**src/rtl/dacld_pkg.sv**
```systemverilog
package dacld_pkg;
  localparam int unsigned DFLT_DATA_W  = 8;
  localparam int unsigned DFLT_SEL_W   = 4;
  localparam int unsigned DFLT_NUM_REF = 8;
  localparam int unsigned DFLT_SYNC    = 2;
endpackage

```
**src/rtl/dacld_sync.sv**
```systemverilog
module dacld_sync #(
  parameter int unsigned W       = 1,
  parameter int unsigned STAGES  = 2,
  parameter bit          RST_VAL = 1'b0
) (
  input  logic         clk,
  input  logic         rst_n,
  input  logic [W-1:0] din,
  output logic [W-1:0] dout
);
  logic [W-1:0] stg [STAGES];

  for (genvar g = 0; g < STAGES; g++) begin : g_stage
    logic [W-1:0] stg_d;
    if (g == 0) begin : g_first
      assign stg_d = din;
    end else begin : g_next
      assign stg_d = stg[g-1];
    end
    always_ff @(posedge clk or negedge rst_n) begin
      if (!rst_n) stg[g] <= {W{RST_VAL}};
      else        stg[g] <= stg_d;
    end
  end

  assign dout = stg[STAGES-1];
endmodule

```
**src/rtl/dacld_shifter.sv**
```systemverilog
module dacld_shifter #(
  parameter int unsigned FRAME_W = 12
) (
  input  logic               clk,
  input  logic               rst_n,
  input  logic               sclk_s,
  input  logic               sdat_s,
  input  logic               sld_s,
  output logic [FRAME_W-1:0] word,
  output logic               word_vld
);
  localparam int unsigned CNT_MAX = FRAME_W + 1;
  localparam int unsigned CNT_W   = $clog2(CNT_MAX + 1);

  logic               sclk_q, sld_q;
  logic [FRAME_W-1:0] shreg_q, shreg_d;
  logic [CNT_W-1:0]   cnt_q, cnt_d, cnt_base;
  logic               vld_q, vld_d;
  logic               sclk_rise, ld_fall, ld_rise, shift_en;

  always_comb begin
    sclk_rise = sclk_s & ~sclk_q;
    ld_fall   = ~sld_s & sld_q;
    ld_rise   = sld_s & ~sld_q;
    shift_en  = sclk_rise & ~sld_s;

    shreg_d  = shreg_q;
    cnt_base = ld_fall ? '0 : cnt_q;
    cnt_d    = cnt_base;
    if (shift_en) begin
      shreg_d = {shreg_q[FRAME_W-2:0], sdat_s};
      if (cnt_base != CNT_W'(CNT_MAX)) cnt_d = cnt_base + CNT_W'(1);
    end
    vld_d = ld_rise && (cnt_q == CNT_W'(FRAME_W));
  end

  always_ff @(posedge clk or negedge rst_n) begin
    if (!rst_n) begin
      sclk_q  <= 1'b1;
      sld_q   <= 1'b1;
      shreg_q <= '0;
      cnt_q   <= '0;
      vld_q   <= 1'b0;
    end else begin
      sclk_q  <= sclk_s;
      sld_q   <= sld_s;
      shreg_q <= shreg_d;
      cnt_q   <= cnt_d;
      vld_q   <= vld_d;
    end
  end

  assign word     = shreg_q;
  assign word_vld = vld_q;
endmodule

```
**src/rtl/dacld_decode.sv**
```systemverilog
module dacld_decode #(
  parameter int unsigned SEL_W   = 4,
  parameter int unsigned NUM_REF = 8
) (
  input  logic [SEL_W-1:0]   sel,
  output logic [NUM_REF-1:0] ref_hit,
  output logic [1:0]         lad_hit
);
  for (genvar k = 0; k < NUM_REF; k++) begin : g_ref
    assign ref_hit[k] = (sel == SEL_W'(k + 1));
  end
  for (genvar j = 0; j < 2; j++) begin : g_lad
    assign lad_hit[j] = (sel == SEL_W'(NUM_REF + 1 + j));
  end
endmodule

```
**src/rtl/dacld_bank.sv**
```systemverilog
module dacld_bank #(
  parameter int unsigned DATA_W  = 8,
  parameter int unsigned SEL_W   = 4,
  parameter int unsigned NUM_REF = 8
) (
  input  logic                      clk,
  input  logic                      rst_n,
  input  logic                      commit,
  input  logic [NUM_REF-1:0]        ref_hit,
  input  logic [1:0]                lad_hit,
  input  logic [SEL_W-1:0]          sel,
  input  logic [DATA_W-1:0]         data,
  output logic [NUM_REF*DATA_W-1:0] ref_codes,
  output logic [1:0]                lad_en,
  output logic [2*(DATA_W-1)-1:0]   lad_code,
  output logic                      upd_pulse,
  output logic [SEL_W-1:0]          upd_chan
);
  localparam int unsigned CODE_W = DATA_W - 1;

  for (genvar k = 0; k < NUM_REF; k++) begin : g_ref
    logic [DATA_W-1:0] ref_q;
    logic              wr_en;
    assign wr_en = commit & ref_hit[k];
    always_ff @(posedge clk or negedge rst_n) begin
      if (!rst_n)     ref_q <= '0;
      else if (wr_en) ref_q <= data;
    end
    assign ref_codes[k*DATA_W +: DATA_W] = ref_q;
  end

  for (genvar j = 0; j < 2; j++) begin : g_lad
    logic              en_q;
    logic [CODE_W-1:0] code_q;
    logic              wr_en;
    assign wr_en = commit & lad_hit[j];
    always_ff @(posedge clk or negedge rst_n) begin
      if (!rst_n) begin
        en_q   <= 1'b0;
        code_q <= '0;
      end else if (wr_en) begin
        en_q   <= data[0];
        code_q <= data[DATA_W-1:1];
      end
    end
    assign lad_en[j]                    = en_q;
    assign lad_code[j*CODE_W +: CODE_W] = code_q;
  end

  logic             pulse_d, pulse_q;
  logic [SEL_W-1:0] chan_d, chan_q;

  always_comb begin
    pulse_d = commit & ((|ref_hit) | (|lad_hit));
    chan_d  = pulse_d ? sel : chan_q;
  end

  always_ff @(posedge clk or negedge rst_n) begin
    if (!rst_n) begin
      pulse_q <= 1'b0;
      chan_q  <= '0;
    end else begin
      pulse_q <= pulse_d;
      chan_q  <= chan_d;
    end
  end

  assign upd_pulse = pulse_q;
  assign upd_chan  = chan_q;
endmodule

```
**src/rtl/dac_serial_loader.sv**
```systemverilog
module dac_serial_loader
  import dacld_pkg::*;
#(
  parameter int unsigned DATA_W      = DFLT_DATA_W,
  parameter int unsigned SEL_W       = DFLT_SEL_W,
  parameter int unsigned NUM_REF     = DFLT_NUM_REF,
  parameter int unsigned SYNC_STAGES = DFLT_SYNC
) (
  input  logic                      clk,
  input  logic                      rst_n,
  input  logic                      ser_clk,
  input  logic                      ser_dat,
  input  logic                      ser_ld,
  output logic [NUM_REF*DATA_W-1:0] ref_codes,
  output logic                      wr_ladder_en,
  output logic [DATA_W-2:0]         wr_code,
  output logic                      er_ladder_en,
  output logic [DATA_W-2:0]         er_code,
  output logic                      upd_pulse,
  output logic [SEL_W-1:0]          upd_chan
);
  localparam int unsigned FRAME_W = SEL_W + DATA_W;
  localparam int unsigned CODE_W  = DATA_W - 1;

  logic [1:0] rst_pipe;
  logic       rst_i_n;
  always_ff @(posedge clk or negedge rst_n) begin
    if (!rst_n) rst_pipe <= '0;
    else        rst_pipe <= {rst_pipe[0], 1'b1};
  end
  assign rst_i_n = rst_pipe[1];

  logic [1:0] ctl_s;
  logic [0:0] dat_s;

  dacld_sync #(.W(2), .STAGES(SYNC_STAGES), .RST_VAL(1'b1)) u_sync_ctl (
    .clk(clk), .rst_n(rst_i_n), .din({ser_clk, ser_ld}), .dout(ctl_s)
  );
  dacld_sync #(.W(1), .STAGES(SYNC_STAGES), .RST_VAL(1'b0)) u_sync_dat (
    .clk(clk), .rst_n(rst_i_n), .din(ser_dat), .dout(dat_s)
  );

  logic [FRAME_W-1:0] word;
  logic               word_vld;

  dacld_shifter #(.FRAME_W(FRAME_W)) u_shift (
    .clk(clk), .rst_n(rst_i_n),
    .sclk_s(ctl_s[1]), .sdat_s(dat_s[0]), .sld_s(ctl_s[0]),
    .word(word), .word_vld(word_vld)
  );

  logic [SEL_W-1:0]   sel;
  logic [DATA_W-1:0]  data;
  logic [NUM_REF-1:0] ref_hit;
  logic [1:0]         lad_hit;
  assign sel  = word[FRAME_W-1 -: SEL_W];
  assign data = word[DATA_W-1:0];

  dacld_decode #(.SEL_W(SEL_W), .NUM_REF(NUM_REF)) u_dec (
    .sel(sel), .ref_hit(ref_hit), .lad_hit(lad_hit)
  );

  logic [1:0]          lad_en;
  logic [2*CODE_W-1:0] lad_code;

  dacld_bank #(.DATA_W(DATA_W), .SEL_W(SEL_W), .NUM_REF(NUM_REF)) u_bank (
    .clk(clk), .rst_n(rst_i_n), .commit(word_vld),
    .ref_hit(ref_hit), .lad_hit(lad_hit), .sel(sel), .data(data),
    .ref_codes(ref_codes), .lad_en(lad_en), .lad_code(lad_code),
    .upd_pulse(upd_pulse), .upd_chan(upd_chan)
  );

  assign wr_ladder_en = lad_en[0];
  assign er_ladder_en = lad_en[1];
  assign wr_code      = lad_code[0 +: CODE_W];
  assign er_code      = lad_code[CODE_W +: CODE_W];
endmodule

```
**config.mk**
```make
export PLATFORM = sky130hd
export DESIGN_NAME = dac_serial_loader
export DESIGN_NICKNAME = d
export VERILOG_FILES = /design/src/rtl/dacld_pkg.sv /design/src/rtl/dacld_sync.sv /design/src/rtl/dacld_shifter.sv /design/src/rtl/dacld_decode.sv /design/src/rtl/dacld_bank.sv /design/src/rtl/dac_serial_loader.sv
export SDC_FILE = /design/constraint.sdc
export NUM_CORES = 1
export LEC_CHECK = 0
export BUFFER_PORTS_ARGS = -buffer_cell sky130_fd_sc_hd__buf_4
export CORE_MARGIN = 5
export CORE_UTILIZATION = 48
export DETAILED_ROUTE_END_ITERATION = 12
export GPL_TIMING_DRIVEN = 1
export PLACE_DENSITY = 0.78
export SETUP_SLACK_MARGIN = 0.4
export SYNTH_ARGS = -nofsm -noshare
export SYNTH_HDL_FRONTEND = slang
export SYNTH_HIERARCHICAL = 1
export SYNTH_SLANG_ARGS = --single-unit
```
**constraint.sdc**
```tcl
create_clock -name clk -period 5.43 [get_ports clk]
set_clock_uncertainty 0.1 [all_clocks]
set_input_delay 0.8145 -clock clk [delete_from_list [all_inputs] [get_ports clk]]
set_output_delay 0.8145 -clock clk [all_outputs]
set_load 0.01 [all_outputs]
```
# --- Word level (Yosys, flattened, before mapping) ---
# Index checks and enable logic that the tools add are counted.
classes:
  n_addsub: 1
  n_eq_ne: 12
  muxes: 3
  n_bitwise: 19
  n_reduce_logical: 3
op_table:
  columns: ["op", "count"]
  rows:
  - ["$eq 4x3->1 const B", 4]
  - ["$eq 4x4->1 const B", 4]
  - ["$and 1x1->1", 15]
  - ["$mux 4", 3]
  - ["$eq 4x2->1 const B", 2]
  - ["$reduce_or 8->1", 1]
  - ["$add 4x1->4 const B", 1]
  - ["$eq 4x1->1 const B", 1]
  - ["$ne 4x4->1 const B", 1]
  - ["$not 1->1", 3]
  - ["$reduce_or 2->1", 1]
  - ["$logic_and 1x1->1", 1]
  - ["$or 1x1->1", 1]
totals:
  regBits: 112
  input_bits: 5
  word_cells: 62

# --- Depth between registers and ports, before layout ---
logic_depth:
  word_depth: 6
  mapped_depth: 6

# --- Hierarchy ---
# Netlist, hierarchy kept.
modules_own_cells:
  columns: ["mod", "instances", "cells_per_inst", "area_per_inst_um2", "seq_area_each_um2"]
  rows:
  - ["dacld_bank", 1, 195, 3205.6, 2127.0]
  - ["dacld_shifter", 1, 52, 772.0, 478.0]
  - ["dacld_decode", 1, 12, 146.4, 0.0]
  - ["dacld_sync (u_sync_ctl)", 1, 4, 105.1, 105.1]
  - ["dac_serial_loader", 1, 3, 53.8, 50.0]
  - ["dacld_sync (u_sync_dat)", 1, 2, 50.0, 50.0]

# --- Worst setup path before layout ---
# No wires, ideal clock.
synth_timing:
  path_kind: "reg2reg"
  startpoint: "register u_shift.shreg_q[9], in the netlist u_shift/word[9]"
  endpoint: "register u_bank.chan_q[0], in the netlist u_bank/upd_chan[0]"
  setup_time_ns: 0.125
  arrival_time_ns: 1.591
  path_slack_ns: 3.615
  stages_incl_launch_ff: 6
  synth_period_minus_slack_ns: 1.815
  cell_sequence: "dfrtp_1 -> buf_2 -> nor4b_2 -> nor4_2 -> a31oi_2 -> mux2_2"
synth_via:
  elab_chain_len: 4
synth_lines:
  columns: ["element", "line_no", "source"]
  rows:
  - ["from (decl)", "dacld_shifter.sv:16", "logic [FRAME_W-1:0] shreg_q, shreg_d;"]
  - ["from (signal assigned)", "dacld_shifter.sv:47", "shreg_q <= shreg_d;"]
  - ["$eq 4x1->1", "dacld_decode.sv:10", "assign ref_hit[k] = (sel == SEL_W'(k + 1));"]
  - ["net ref_hit[0]", "dac_serial_loader.sv:54", "logic [NUM_REF-1:0] ref_hit;"]
  - ["$reduce_or 8->1", "dacld_bank.sv:54", "pulse_d = commit & ((|ref_hit) | (|lad_hit));"]
  - ["$or 1x1->1", "dacld_bank.sv:54", null]
  - ["$and 1x1->1", "dacld_bank.sv:54", null]
  - ["net u_bank.pulse_d", "dacld_bank.sv:50", "logic pulse_d, pulse_q;"]
  - ["to (signal assigned)", "dacld_bank.sv:64", "chan_q <= chan_d;"]
  - ["to (decl)", "dacld_bank.sv:51", "logic [SEL_W-1:0] chan_d, chan_q;"]
# The timed path passes the listed nets, and every way through them passes these cells.
# A chain may end at the register's enable or synchronous reset.

# --- Final worst setup path ---
layout_timing:
  startpoint: "register u_shift.shreg_q[8], in the netlist u_shift/word[8]"
  endpoint: "register u_bank.chan_q[3], in the netlist u_bank/upd_chan[3]"
layout_via:
  elab_chain_len: 4
layout_lines:
  columns: ["element", "line_no"]
  rows:
  - ["$eq 4x2->1", "dacld_decode.sv:10"]
  - ["net ref_hit[2]", "dac_serial_loader.sv:54"]
  - ["$reduce_or 8->1", "dacld_bank.sv:54"]
  - ["$or 1x1->1", "dacld_bank.sv:54"]
  - ["$and 1x1->1", "dacld_bank.sv:54"]
  - ["net u_bank.pulse_d", "dacld_bank.sv:50"]
# The timed path passes the listed nets, and every way through them passes these cells.

==> impl_metrics.csv <==
group,metric,value,unit
run_status,status,"finished, final reports clean",
setup_path,worstPathArrival,2.16,ns
floorplanning,initial_core_util,49.4,%
cells_and_area,diodes,0,
detailed_routing,firstDrtPassIters,4,
clock_tree,cts_max_path_buffers,2,
synth,yosysSeqAreaShare,64.9,%
cells_and_area,drive_above_1_share,60.0,%
cells_and_area,final_util,60.1,%
setup_path,critical-path-top-delay-family,"flip-flops",
sta,slew_violations,0,
sta,worstMarginPinSlew,1.01,ns
synth,ys_async_sr_fraction,100,%
placement,port-buffer-count,89,
flow_run,cap_viol_max_count,0,
floorplanning,dieArea,11000,sq um
detailed_routing,vias_per_cell,5.39,
setup_path,cp_slowest_stage_delay,0.57,ns
synth,syn-num-nets,274,
synth,synth-edff-count,0,
cells_and_area,final_area,5270,sq um
sta,final.period_utilization,37.2,%
setup_path,critPathBufInv,0,
synth,syn_inst,268,
clock_tree,cts_tree,"yes",
clock_tree,cts-root-buf,"clkbuf_8",
sta,post-route-min-period,2.02,ns
global_routing,grtUsageTotal,16.8,%
global_routing,gr-total-overflow,0,
setup_path,cp-start-kind,"flip-flop",
placement,gp_congestion,0.755,
clock_tree,cts.repair.resized,0,
setup_path,cp.required,5.57,ns
clock_tree,post_cts_buffers,0,
synth,yosysMostFrequentCell,"dfrtp_1",
synth,syn_area_per_cell,16.2,sq um
detailed_routing,wl,8900,um
power_and_ir_drop,leakagePower,2.76,nW
floorplanning,fp-row-count,34,
clock_tree,cts_max_level,3,
floorplanning,die_w,105,um
sta,maxSlewHeadroom,32.3,%
power_and_ir_drop,cellPowerDensity,296,nW/um^2
sta,hold_viol_final,0,
detailed_routing,final_antenna_net_count,0,
synth,yosys.area.top_type,"dfrtp_1",
sta,setup_viol,0,
cells_and_area,areaGrowthSynthToFinish,21.5,%
synth,synth_warnings,6,
detailed_routing,drc,0,
synth,synth_flop_cell,"dfrtp_1",
detailed_routing,dr_total_vias,2523,
synth,yosys-top-cells-area,"dfrtp_1, mux2_2, dfstp_2, nor4b_2, and4bb_1",
floorplanning,coreArea,8760,sq um
global_routing,grt_pass1_vias,2710,
sta,fin_tns_setup,0,ns
clock_tree,path_clk_slew,0.10,ns
setup_path,r2r_slack,3.41,ns
synth,synth_top_area_share,61.2,%
setup_path,endpoint_kind,"flip-flop",
synth,ys_seq_elements,112,
detailed_routing,wire_per_inst,19.0,um
setup_path,path_cells,"nor4bb_1, nor4_2, a31oi_2, mux2_2",
placement,place_area,5070,sq um
synth,yosysUniqueCellTypes,33,
clock_tree,cts_buffers,9,
clock_tree,clock-sinks,112,
floorplanning,io_pins,90,
global_routing,grt_max_degree,85,
sta,max_freq,0.495,GHz
global_routing,grt_pass1_wl,14700,um
clock_tree,holdBufCountCts,0,
sta,rsz0062_at_grt,"no",
synth,synthTopCellsByCount,"dfrtp_1, mux2_2, nand2_1, buf_1, dfstp_2",
cells_and_area,nets,361,
hold_path,hold_class,"in2async",
setup_path,cp_max_fo,13,
synth,netlist_area,4330,sq um
power_and_ir_drop,vdd_drop_max,0.000215,V
floorplanning,fp.dieH,105,um
clock_tree,clk_latency,0.36,ns
setup_path,crit_type,"reg2reg",
setup_path,slowest_stage,"dfrtp_1",
detailed_routing,drtIter0Drc,59,
placement,place.detailed.hpwl,6070,um
global_routing,grt_antenna_before_repair,0,
-- through the flow --
stage               setup slack, ns  power (mW)  hold WS, ns  cells
detailed placement             3.41        1.09        0.147    452
global route                   3.28        1.63       0.0897    468
finish                         3.41        1.56        0.110    468
global placement               3.47        1.08        0.138    452
floorplan                      1.99        1.03        0.231    268
CTS                            3.39        1.58       0.0933    468
-- layer usage --
layer / share of wire, % / up-vias / track usage [%]
met2: 49 / 73 / 27.0
met5: 0 / - / 0
met4: 1.5 / 0 / 5.75
met1: 43 / 1311 / 22.3
met3: 6.5 / 10 / 4.13
li1: - / 1129 / -
-- worst paths after layout --
check	start	to	depth (start not counted)
hold reg to reg	rst_pipe[1]$_DFF_PN0_	u_bank/g_ref[0].ref_q[2]$_DFFE_PN0P_	0
setup / recovery	u_shift/word[8]$_DFFE_PN0N_	u_bank/upd_chan[3]$_DFFE_PN0P_	4
setup reg to reg	u_shift/word[8]$_DFFE_PN0N_	u_bank/upd_chan[3]$_DFFE_PN0P_	4
min in group clk	u_sync_dat/g_stage[1].stg_d$_DFF_PN0_	u_sync_dat/dout$_DFF_PN0_	0
hold / removal	rst_n	rst_pipe[1]$_DFF_PN0_	1
max in group asynchronous	rst_pipe[1]$_DFF_PN0_	u_bank/g_lad[1].en_q$_DFFE_PN0P_	1
-- final cells by class --
class	count	area (sq um)
Fill cell	675	3500
Sequential cell	112	2810
Multi-Input combinational cell	141	1440
Timing Repair Buffer	90	676
Tap cell	108	135
Clock buffer	10	128
Clock inverter	6	67.6
Inverter	1	3.75
-- worst reg2reg max path, cell delays in order, from the launching register on --
cell and delay [ns]:
dfrtp_1 0.57, nor4bb_1 0.47, nor4_2 0.08, a31oi_2 0.31
mux2_2 0.38
-- power breakdown --
part	internal [mW]	switching, mW
Combinational	0.0434	0.0289
Clock	0.215	0.272
Sequential	0.868	0.133
Total	1.13	0.434
-- cells in the final DEF (no fill, tap or decap), types with 2 or more instances in the layout --
master / Yosys / final
clkinvlp_4: 0 / 2
nor4_2: 2 / 2
nand2_1: 13 / 13
dfstp_2: 6 / 6
nor4b_2: 4 / 4
dfrtp_1: 106 / 105
nand2b_1: 2 / 2
and4bb_1: 4 / 4
clkbuf_8: 0 / 9
buf_4: 2 / 90
mux2_2: 96 / 96
-- registers in the layout, indices dropped and copies added (netlist names) --
| name | cells |
|---|---|
| u_bank/g_ref.ref_q | 64 |
| u_bank/g_lad.code_q | 14 |
| u_shift/word | 12 |
| u_bank/upd_chan | 4 |
| u_shift/cnt_q | 4 |
| rst_pipe | 2 |
| u_bank/g_lad.en_q | 2 |
| u_sync_ctl/dout | 2 |
| u_sync_ctl/g_stage.stg_d | 2 |
| u_bank/upd_pulse | 1 |
| u_shift/sclk_q | 1 |
| u_shift/sld_q | 1 |
| u_shift/word_vld | 1 |
| u_sync_dat/dout | 1 |
| u_sync_dat/g_stage.stg_d | 1 |
-- cells by family (layout without fill, tap and decap cells) --
logic type      after synthesis  in the layout  share of synthesized area, %
compound gates                6              6                          1.13
xor+xnor                      1              1                         0.202
fa+ha+maj                     1              1                         0.289
buf+inv                      15            107                          1.88
flops                       112            112                          64.9
mux                          97             97                          25.2
other cells                   1              1                        0.0865
simple gates                 35             35                          6.38
Power figures use the tool's default switching activity.
